--- src/rtl/cmdreg_pkg.sv ---
package cmdreg_pkg;
  localparam int unsigned DEF_DATA_W = 25;
  localparam int unsigned DEF_ODT_W  = 1;
  localparam int unsigned DEF_CKE_W  = 1;

  // Rank is addressed when either active-low select is low.
  function automatic logic rank_addressed(input logic s0_n, input logic s1_n);
    return !(s0_n && s1_n);
  endfunction
endpackage

--- src/rtl/cmdreg_run_gen.sv ---
module cmdreg_run_gen (
  input  logic clk,
  input  logic rst_n,
  output logic run
);
  // Clears at once with reset, sets on the first edge after release,
  // so that edge itself still sees run low.
  always_ff @(posedge clk or negedge rst_n) begin
    if (!rst_n) run <= 1'b0;
    else        run <= 1'b1;
  end

  a_r6_run_rises_after_edge: assert property (@(posedge clk) disable iff (!rst_n)
    1'b1 |=> run);
endmodule

--- src/rtl/cmdreg_data_bank.sv ---
module cmdreg_data_bank #(
  parameter int unsigned W = 25
) (
  input  logic         clk,
  input  logic         rst_n,
  input  logic         run,
  input  logic         addr_hit,
  input  logic [W-1:0] d,
  output logic [W-1:0] q
);
  logic cap;
  assign cap = run && addr_hit;

  for (genvar b = 0; b < W; b++) begin : g_lane
    always_ff @(posedge clk or negedge rst_n) begin
      if (!rst_n)   q[b] <= 1'b0;
      else if (cap) q[b] <= d[b];
    end
  end

  a_r2_capture_when_hit: assert property (@(posedge clk) disable iff (!rst_n)
    (run && addr_hit) |=> (q == $past(d)));
  a_r3_hold_when_idle: assert property (@(posedge clk) disable iff (!rst_n)
    (run && !addr_hit) |=> $stable(q));
endmodule

--- src/rtl/cmdreg_ctrl_bank.sv ---
module cmdreg_ctrl_bank #(
  parameter int unsigned W = 3
) (
  input  logic         clk,
  input  logic         rst_n,
  input  logic         run,
  input  logic [W-1:0] d,
  output logic [W-1:0] q
);
  always_ff @(posedge clk or negedge rst_n) begin
    if (!rst_n)   q <= '0;
    else if (run) q <= d;
  end

  a_r4_ctrl_follows: assert property (@(posedge clk) disable iff (!rst_n)
    run |=> (q == $past(d)));
endmodule

--- src/rtl/cs_gated_cmd_reg.sv ---
module cs_gated_cmd_reg
  import cmdreg_pkg::*;
#(
  parameter int unsigned DATA_W = DEF_DATA_W,
  parameter int unsigned ODT_W  = DEF_ODT_W,
  parameter int unsigned CKE_W  = DEF_CKE_W
) (
  input  logic              clk,
  input  logic              rst_n,
  input  logic              sel0_n,
  input  logic              sel1_n,
  input  logic [DATA_W-1:0] din,
  input  logic [ODT_W-1:0]  odt_in,
  input  logic [CKE_W-1:0]  cke_in,
  output logic [DATA_W-1:0] dout,
  output logic              cs_q,
  output logic [ODT_W-1:0]  odt_q,
  output logic [CKE_W-1:0]  cke_q
);
  localparam int unsigned CTRL_W = 1 + ODT_W + CKE_W;

  logic              run;
  logic              hit;
  logic [CTRL_W-1:0] ctrl_d;
  logic [CTRL_W-1:0] ctrl_q;

  assign hit    = rank_addressed(sel0_n, sel1_n);
  assign ctrl_d = {sel0_n, odt_in, cke_in};

  cmdreg_run_gen u_run (
    .clk  (clk),
    .rst_n(rst_n),
    .run  (run)
  );

  cmdreg_data_bank #(.W(DATA_W)) u_data (
    .clk     (clk),
    .rst_n   (rst_n),
    .run     (run),
    .addr_hit(hit),
    .d       (din),
    .q       (dout)
  );

  cmdreg_ctrl_bank #(.W(CTRL_W)) u_ctrl (
    .clk  (clk),
    .rst_n(rst_n),
    .run  (run),
    .d    (ctrl_d),
    .q    (ctrl_q)
  );

  assign cs_q  = ctrl_q[CTRL_W-1];
  assign odt_q = ctrl_q[CKE_W +: ODT_W];
  assign cke_q = ctrl_q[CKE_W-1:0];

  a_r1_reset_clears: assert property (@(posedge clk)
    !rst_n |-> (dout == '0 && !cs_q && odt_q == '0 && cke_q == '0));
  a_r5_cs_copy: assert property (@(posedge clk) disable iff (!rst_n)
    run |=> (cs_q == $past(sel0_n)));
  a_r6_release_quiet: assert property (@(posedge clk) disable iff (!rst_n)
    !run |=> (dout == '0 && !cs_q && odt_q == '0 && cke_q == '0));
endmodule

--- config.mk ---
export PLATFORM = sky130hd
export DESIGN_NAME = cs_gated_cmd_reg
export DESIGN_NICKNAME = d
export VERILOG_FILES = /design/src/rtl/cmdreg_pkg.sv /design/src/rtl/cmdreg_run_gen.sv /design/src/rtl/cmdreg_data_bank.sv /design/src/rtl/cmdreg_ctrl_bank.sv /design/src/rtl/cs_gated_cmd_reg.sv
export SDC_FILE = /design/constraint.sdc
export NUM_CORES = 1
export LEC_CHECK = 0
export ABC_CLOCK_PERIOD_IN_PS = 2500
export CELL_PAD_IN_SITES_DETAIL_PLACEMENT = 1
export CELL_PAD_IN_SITES_GLOBAL_PLACEMENT = 1
export CORE_UTILIZATION = 33
export CTS_CLUSTER_DIAMETER = 30
export DETAILED_ROUTE_END_ITERATION = 10
export GPL_TIMING_DRIVEN = 0
export PLACE_DENSITY_LB_ADDON = 0.3
export SYNTH_ARGS = -nofsm -noshare
export SYNTH_HDL_FRONTEND = slang
export SYNTH_HIERARCHICAL = 1
export SYNTH_SLANG_ARGS = --single-unit
--- constraint.sdc ---
create_clock -name clk -period 2.5 [get_ports clk]
set_input_delay 0.5 -clock clk [delete_from_list [all_inputs] [get_ports clk]]
set_output_delay 0.5 -clock clk [all_outputs]
set_load 0.01 [all_outputs]
# == After elaboration in Yosys (flattened, before gate mapping) ==
# Index checks and enable logic that the tools add are counted.
# totals
reg_bits,29
inputBits,31
output_inout_bits,28
# classes
reduce_logical,3
# op_table
cell,count
1-bit logical AND,2
1-bit logical NOT,1

# == Depth between registers and ports, before layout ==
# Gate-level depths: netlist (run 1).
# depth
depth_word,3
mapped_depth,4

# == Hierarchy ==
# Netlist (run 1), hierarchy kept.
# by_module_without_submodules
module,n_inst,cells_per_inst,area_per_inst_um2
cmdreg_data_bank,1,53,1011.0
cmdreg_ctrl_bank,1,6,108.9
cmdreg_run_gen,1,2,28.8
cs_gated_cmd_reg,1,1,3.8

# == Least setup slack after synthesis (run 1) ==
# No wires, ideal clock.
# synth_path
kind,input to register
start,input sel0_n
end,register u_data.q[0]
arrival_ps,1156
required_ps,2375
path_slack_ps,1219
cell_stages,4
path_buffers,1
cell_sequence,nand2_1 > nand2_2 > buf_6 > mux2_4
# synth_via
elab_chain_len,3
# synth_rtl
item,line_no,text
from (decl),cs_gated_cmd_reg.sv:10,"input logic sel0_n,"
1-bit logical AND,cmdreg_pkg.sv:8,return !(s0_n && s1_n);
1-bit logical NOT,cmdreg_pkg.sv:8,
1-bit logical AND,cmdreg_data_bank.sv:12,assign cap = run && addr_hit;
"to (signal, indexed assignment)",cmdreg_data_bank.sv:17,else if (cap) q[b] <= d[b];
to (decl),cmdreg_data_bank.sv:9,output logic [W-1:0] q
# No other way between the ends.
# A chain may end at the register's enable or synchronous reset.

# == Worst setup path in the final report (run 1) ==
# layout_path
start,register u_ctrl.q[1]
end,output odt_q
# layout_lines
item,line_no,text
from (decl),cmdreg_ctrl_bank.sv:8,output logic [W-1:0] q
from (signal assigned),cmdreg_ctrl_bank.sv:11,if (!rst_n) q <= '0;
from (signal assigned),cmdreg_ctrl_bank.sv:12,else if (run) q <= d;
to (decl),cs_gated_cmd_reg.sv:17,"output logic [ODT_W-1:0] odt_q,"
# No word-level cell between the ends.

==> flow_summary.rst, run 1 <==
.. list-table::
   :header-rows: 1

   * - Metric
     - Value
   * - Outcome
     - completed
   * - Number of global-route vias before repair
     - 846
   * - Kind of cell adding the most delay to the critical path
     - buffers and inverters
   * - Pre-antenna DRT Iters
     - 6
   * - Clock tree from TritonCTS
     - yes
   * - DRC viols
     - 0
   * - Hold/Removal Path Class
     - in -> async
   * - Buffers inserted during post-CTS setup optimization
     - 0
   * - Largest buffer count on any clock path
     - 2
   * - Slew @ Worst Pin
     - 0.626 ns
   * - Cell count after synthesis
     - 62
   * - Max Slew Vio Count
     - 0
   * - Unrepaired setup endpoints after global routing
     - false
   * - Final number of hold-violating endpoints
     - 0
   * - Total clock sinks
     - 29
   * - Number of diodes
     - 0
   * - Total via count after detailed routing
     - 770
   * - Arrival time worst endpoint
     - 1.24 ns
   * - Number of buffers inserted by port buffering
     - 58
   * - Largest cells by area after synthesis
     - dfrtp_1 (63%), mux2_4 (26%), mux2_2 (7.8%)
   * - Tightest slew margin relative to the limit
     - 58.3%
   * - Total detailed-routing wirelength
     - 2.59 mm
   * - Mean instance size in the synthesized netlist
     - 18.6 um2
   * - Unique masters post-synth
     - 7
   * - Most common cell after layout, fill and taps aside
     - clkdlybuf4s50_1
   * - Critical Setup Path Class
     - reg -> out
   * - Global route total overflow
     - 0
   * - Total Power Consumption
     - 1200 uW
   * - Routability-driven placement congestion ratio
     - 0.651
   * - I/O pin cnt
     - 59
   * - Commonest cells after routing, fill and taps aside
     - clkdlybuf4s50_1 (57), dfrtp_1 (29), mux2_4 (20)
   * - Ratio of cells with drive above 1 in the final layout
     - 31.3%
   * - Fill cells
     - 338
   * - XOR/XNOR share of the synthesized area
     - 0%
   * - Total CTS buffers
     - 5
   * - Number of buffers inserted for hold repair after clock tree synthesis
     - 0
   * - Maximum level of the CTS H-tree
     - 2
   * - Total global-route track usage
     - 15.8%
   * - Synth-to-layout area growth
     - 61.0%
   * - Setup clock skew after layout
     - 0.00648 ns
   * - P per Cell Area
     - 646 mW/mm2
   * - Cell Rows
     - 21
   * - Final net count
     - 158
   * - Worst path buffer plus inverter count
     - 1
   * - Critical path fanouts, max
     - 2
   * - Post-CTS sizing
     - 0
   * - DRT iter0 DRCs
     - 17
   * - Post-route clock period utilization
     - 69.8%
   * - Proportion of synthesized chip area in sequential cells
     - 63.0%
   * - Cell at the root of the clock tree
     - clkbuf_4
   * - Initial Util
     - 34.5%
   * - Critical path endpoint category
     - primary output
   * - Initial antenna violation count
     - 0
   * - Final setup violation count
     - 0
   * - Drt wl/cell
     - 14.9 um
   * - Cell with the largest stage delay on the worst path
     - clkdlybuf4s50_1
   * - Residual antenna-violating net count after detailed routing
     - 0
   * - Area fraction in and, or, nand and nor cells after synthesis
     - 0.869%
   * - Time the worst path needs with I/O delays and setup
     - 1.74 ns
   * - Die extent in x
     - 61.1 um
   * - Die outline area
     - 0.00373 mm2
   * - First-pass GRT wire length
     - 3.99 mm
   * - Worst skew pair latency
     - 0.33 ns
   * - Height of the die
     - 61.1 um
   * - Largest net degree at the start of global routing
     - 30
   * - Clock slew at reported path FFs
     - 0.09 ns
   * - Area of the placeable core
     - 0.00334 mm2
   * - Total of warnings raised by yosys
     - 6
   * - Net count after synthesis
     - 93
   * - Dominant combinational cell family by area after synthesis
     - multiplexers
   * - Cell accounting for the most synthesized area
     - dfrtp_1
   * - Setup TNS
     - 0 ns
   * - Place WS
     - 0.407 ns
   * - Crit start category
     - register
   * - Endpoint required time on the critical path
     - 2.00 ns
   * - Fraction of synthesized cell area taken by the top area cell type
     - 63.0%
   * - Complex-gate fraction of the synthesized area
     - 0%
   * - Final HPWL DP
     - 1.95 mm
   * - Leakage power summed over all cells
     - 0.000832 uW
   * - Crit-path cells
     - clkdlybuf4s50_1
   * - Max-cap violation count
     - 0
   * - Mean number of vias per cell
     - 4.43
   * - Synth Register Bits
     - 29
   * - Cell Area, Synth
     - 0.00115 mm2
   * - Setup WS post-layout
     - 0.755 ns
   * - Max incr delay on CP
     - 0.55 ns
   * - Synthesized-area fraction occupied by adder cells
     - 0%
   * - VDD IR max
     - 0.277 mV
   * - Post-synthesis mux area share
     - 33.9%
   * - Highest clock rate
     - 573 MHz
==> flip-flops by register name (all words and copies together), names as in the netlist <==
| register | count |
|---|---|
| u_data/q | 25 |
| u_run/run | 1 |
| u_ctrl/q | 3 |
==> kinds of logic after synthesis <==
kind of cell	after synthesis
other	1
multiplexers	28
AND/OR/NAND/NOR	2
flip-flops	29
buffers and inverters	2
==> layer usage <==
layer | wire [um] | vias up | track usage [%]
met5 | 0 | - | 0
met4 | 59 | 0 | 9.74
met3 | 228 | 7 | 6.72
met2 | 1280 | 38 | 23.6
met1 | 1020 | 383 | 18.7
li1 | - | 342 | -
==> worst register-to-register path, stage by stage (launching register included) <==
cell and delay [ns]:
dfrtp_1 0.44, nand2_2 0.19, buf_6 0.21, mux2_4 0.32
==> synthesized netlist by cell type (all sizes together) <==
| library cell | instances |
|---|---|
| buf | 2 |
| conb | 1 |
| dfrtp | 29 |
| mux2 | 28 |
| nand2 | 2 |
==> report_power, final <==
part           leakage [uW]  total (uW)  switching, uW  internal, uW
Sequential         0.000340         561           33.4           528
Clock             0.0000413         322            159           163
Combinational      0.000451         315           98.2           217
Total              0.000832        1200            291           907
==> per-stage QoR <==
| step | std cells | area [um2] | util, % | hold slack [ns] |
|---|---|---|---|---|
| after CTS | 174 | 1860 | 55.8 | 0.519 |
| after detailed placement | 166 | 1790 | 53.7 | 0.495 |
| after floorplan | 62 | 1150 | - | 0.204 |
| final | 174 | 1860 | 55.6 | 0.184 |
| after global routing | 174 | 1860 | 55.6 | 0.216 |
| after global placement | 166 | 1790 | 53.7 | 0.489 |
==> worst paths after layout <==
path,startpoint,endpoint,slack (ns),depth (start not counted)
worst max-delay path,u_ctrl/q[1],odt_q,0.76,1
worst min-delay path,rst_n,u_data/q[12],0.18,1
worst max register to register,u_run/run,u_data/q[1],1.22,3
worst min register to register,u_data/q[24],u_data/q[24],0.51,1
max in group asynchronous,rst_n,u_data/q[17],1.90,1
min in group clk,u_data/q[24],u_data/q[24],0.51,1
==> cell type report <==
class                   instances  area [um2]  area share (%)
flip-flops and latches         29         726            39.1
repair buffers                 58         576            31.0
multi-input cells              31         404            21.8
clock buffers                   7        65.1            3.51
well taps                      46        57.6            3.10
plain buffers                   2        22.5            1.21
clock inverters                 1        5.00           0.270
No activity file was read; power rests on OpenSTA's default activity.
==> run 2: changes to the inputs <==
--- a/config.mk
+++ b/config.mk
@@ -5,10 +5,10 @@
 export SDC_FILE = /design/constraint.sdc
 export NUM_CORES = 1
 export LEC_CHECK = 0
-export ABC_CLOCK_PERIOD_IN_PS = 2500
+export ABC_CLOCK_PERIOD_IN_PS = 1400
 export CELL_PAD_IN_SITES_DETAIL_PLACEMENT = 1
 export CELL_PAD_IN_SITES_GLOBAL_PLACEMENT = 1
-export CORE_UTILIZATION = 33
+export CORE_UTILIZATION = 28
 export CTS_CLUSTER_DIAMETER = 30
 export DETAILED_ROUTE_END_ITERATION = 10
 export GPL_TIMING_DRIVEN = 0
==> constraint.sdc (replaced) <==
create_clock -name clk -period 1.4 [get_ports clk]
set_input_delay 0.28 -clock clk [delete_from_list [all_inputs] [get_ports clk]]
set_output_delay 0.28 -clock clk [all_outputs]
set_load 0.01 [all_outputs]
==> run 2 against run 1 <==
Final cell count rose by 1.1%. Critical path depth rose by 4. Utilization fell by 7.1 points. Via count fell by 2.1%. Non-clock buffer count did not move. Power rose by 77%. Count of clock-buffer cells in the layout rose by 1. Clock skew fell by 0.0023 ns. Hold slack got worse by 0.15 ns. Global-route usage fell by 2.3 points. Largest cell class unchanged. Highest routed layer unchanged.
==> flow_summary.rst, run 2 (synthesized netlist as in run 1, its figures left out) <==
.. list-table::
   :header-rows: 1

   * - Metric
     - Value
   * - Fill cells
     - 397 (+17%)
   * - Number of buffers inserted by port buffering
     - 58 (unchanged)
   * - Final net count
     - 158 (unchanged)
   * - Number of diodes
     - 0 (unchanged)
   * - VDD IR max
     - 0.493 mV (+78%)
   * - Worst skew pair latency
     - 0.26 ns (-0.07 ns)
   * - Max-cap violation count
     - 0 (unchanged)
   * - Max Slew Vio Count
     - 0 (unchanged)
   * - Clock Power Share
     - 29.7% (+2.8 points)
   * - Total CTS buffers
     - 5 (unchanged)
   * - Drt wl/cell
     - 14.7 um (-1.3%)
   * - Final setup violation count
     - 0 (unchanged)
   * - Setup clock skew after layout
     - 0.00422 ns (-0.00226 ns)
   * - Time the worst path needs with I/O delays and setup
     - 1.34 ns
   * - Global route total overflow
     - 0 (unchanged)
   * - Final number of hold-violating endpoints
     - 0 (unchanged)
   * - Critical path fanouts, max
     - 10 (+8)
   * - Die extent in x
     - 66.2 um (+8.3%)
   * - Residual antenna-violating net count after detailed routing
     - 0 (unchanged)
   * - Clock slew at reported path FFs
     - 0.06 ns (-0.03 ns)
   * - Slew @ Worst Pin
     - 0.634 ns (+0.00802 ns)
   * - P per Cell Area
     - 1150 mW/mm2 (+78%)
   * - Largest net degree at the start of global routing
     - 30 (unchanged)
   * - Critical Setup Path Class
     - in -> reg
   * - Ratio of cells with drive above 1 in the final layout
     - 28.9% (-2.3 points)
   * - Total Power Consumption
     - 2120 uW (+77%)
   * - Switching power total
     - 510 uW (+75%)
   * - Commonest cells after routing, fill and taps aside
     - clkdlybuf4s50_1 (29), dfrtp_1 (29), dlygate4sd2_1 (28)
   * - Top register by number of flip-flops
     - u_data/q
   * - Hold/Removal Path Class
     - in -> async
   * - Maximum level of the CTS H-tree
     - 2 (unchanged)
   * - Cell at the root of the clock tree
     - clkbuf_8
   * - R2R setup slack
     - 0.17 ns (-1.05 ns)
   * - Cell Rows
     - 22 (+4.8%)
   * - Endpoint required time on the critical path
     - 1.55 ns (-0.45 ns)
   * - Number of buffers inserted for hold repair after clock tree synthesis
     - 0 (unchanged)
   * - Launch point of the worst reg-to-reg path
     - u_run/run
   * - Arrival time worst endpoint
     - 1.49 ns (+0.25 ns)
   * - I/O pin cnt
     - 59 (unchanged)
   * - Final core utilization
     - 48.5% (-7.1 points)
   * - Pre-antenna DRT Iters
     - 2 (-4)
   * - Part of the power in combinational logic
     - 23.2% (-3.1 points)
   * - Seq pwr share
     - 47.1% (+0.3 points)
   * - Cell area after placement
     - 0.00179 mm2 (+0.14%)
   * - Number of flip-flops under the largest register name
     - 25 (unchanged)
   * - Sw Ratio
     - 24.0% (-0.24 points)
   * - Height of the die
     - 66.2 um (+8.3%)
   * - Highest clock rate
     - 746 MHz
   * - Unrepaired setup endpoints after global routing
     - false
   * - Mean number of vias per cell
     - 4.28 (-3.2%)
   * - Total detailed-routing wirelength
     - 2.58 mm (-0.19%)
   * - Die outline area
     - 0.00438 mm2 (+17%)
   * - Internal power
     - 1610 uW (+78%)
   * - Crit start category
     - input port
   * - Initial Util
     - 30.3% (-4.2 points)
   * - Final HPWL DP
     - 1.91 mm (-2.0%)
   * - DRC viols
     - 0 (unchanged)
   * - Critical path endpoint category
     - register
   * - Largest registers
     - u_data/q: 25 flops, u_ctrl/q: 3 flops, u_run/run: 1 flops
   * - Tightest slew margin relative to the limit
     - 57.7% (-0.53 points)
   * - Post-route clock period utilization
     - 95.7%
   * - Leakage power summed over all cells
     - 0.000874 uW (+5.1%)
   * - First-pass GRT wire length
     - 4.18 mm (+4.8%)
   * - Final design area excluding fillers
     - 0.00184 mm2 (-0.74%)
   * - Setup TNS
     - 0 ns (unchanged)
   * - Largest buffer count on any clock path
     - 2 (unchanged)
   * - Initial antenna violation count
     - 0 (unchanged)
   * - Total via count after detailed routing
     - 754 (-2.1%)
   * - Area of the placeable core
     - 0.00380 mm2 (+14%)
   * - DRT iter0 DRCs
     - 8 (-9)
   * - Depth of the most critical reg-to-reg path
     - 3 (unchanged)
   * - Place WS
     - -0.476 ns (-0.883 ns)
   * - Setup WS post-layout
     - 0.0601 ns (-0.695 ns)
   * - Total global-route track usage
     - 13.4% (-2.3 points)
   * - Routability-driven placement congestion ratio
     - 0.675 (+3.7%)
   * - Synth-to-layout area growth
     - 59.8%
   * - Clock tree from TritonCTS
     - yes
   * - Number of global-route vias before repair
     - 797 (-5.8%)
   * - Endpoint of the worst-slack reg-to-reg timing path
     - u_data/q[4]
   * - Outcome
     - completed
   * - Total clock sinks
     - 29 (unchanged)
run 2: routing by layer:
layer	vias up	wire length [um]	GRT usage [%]
met2	22	1460	22.4
met5	-	0	0
met4	0	34	5.59
met1	388	974	15.7
met3	2	118	4.48
li1	342	-	-
run 2: worst max-delay path, cell delays in order:
cell	delay, ns
clkdlybuf4s50_1	0.48
nand2_1	0.09
nand2_4	0.12
buf_6	0.19
mux2_4	0.32
run 2: repair_timing:
item | CTS | global route
resized for setup | 29 | 2
buffers inserted | 0 | 0
setup endpoints to repair | 57 | 20
run 2: worst max-delay path by stage:
stage,startpoint,end,slack [ns],cells past startpoint
final,sel0_n,u_data/q[4],0.06,5
after global routing,sel0_n,u_data/q[22],0.01,5
after CTS,sel0_n,u_data/q[12],0.02,5
after detailed placement,rst_n,u_data/q[8],-0.48,1
after global placement,rst_n,u_data/q[12],-0.41,1
after floorplan,u_run/run,u_data/q[0],0.24,3
run 2: metrics by stage:
stage,std cells,hold WS (ns)
final,176,0.0313
after global routing,176,0.0807
after CTS,176,0.473
after detailed placement,168,0.494
after global placement,168,0.489
after floorplan,62,-0.0156
run 2: area by class of cell:
type	instances	area, um2	share of cell area, %
multi-input combinational	31	409	22.2
buffer	2	26.3	1.43
tap	48	60.1	3.26
clock buffer	8	80.1	4.35
sequential	29	726	39.4
timing repair buffer	58	541	29.3
run 2: power groups by stage:
stage | registers (uW) | logic (uW) | clock network, uW
detailed placement | 1020 | 573 | 0
CTS | 1000 | 501 | 661
finish | 1000 | 492 | 629
global placement | 1010 | 561 | 0
floorplan | 1060 | 180 | 0
global route | 1010 | 528 | 697
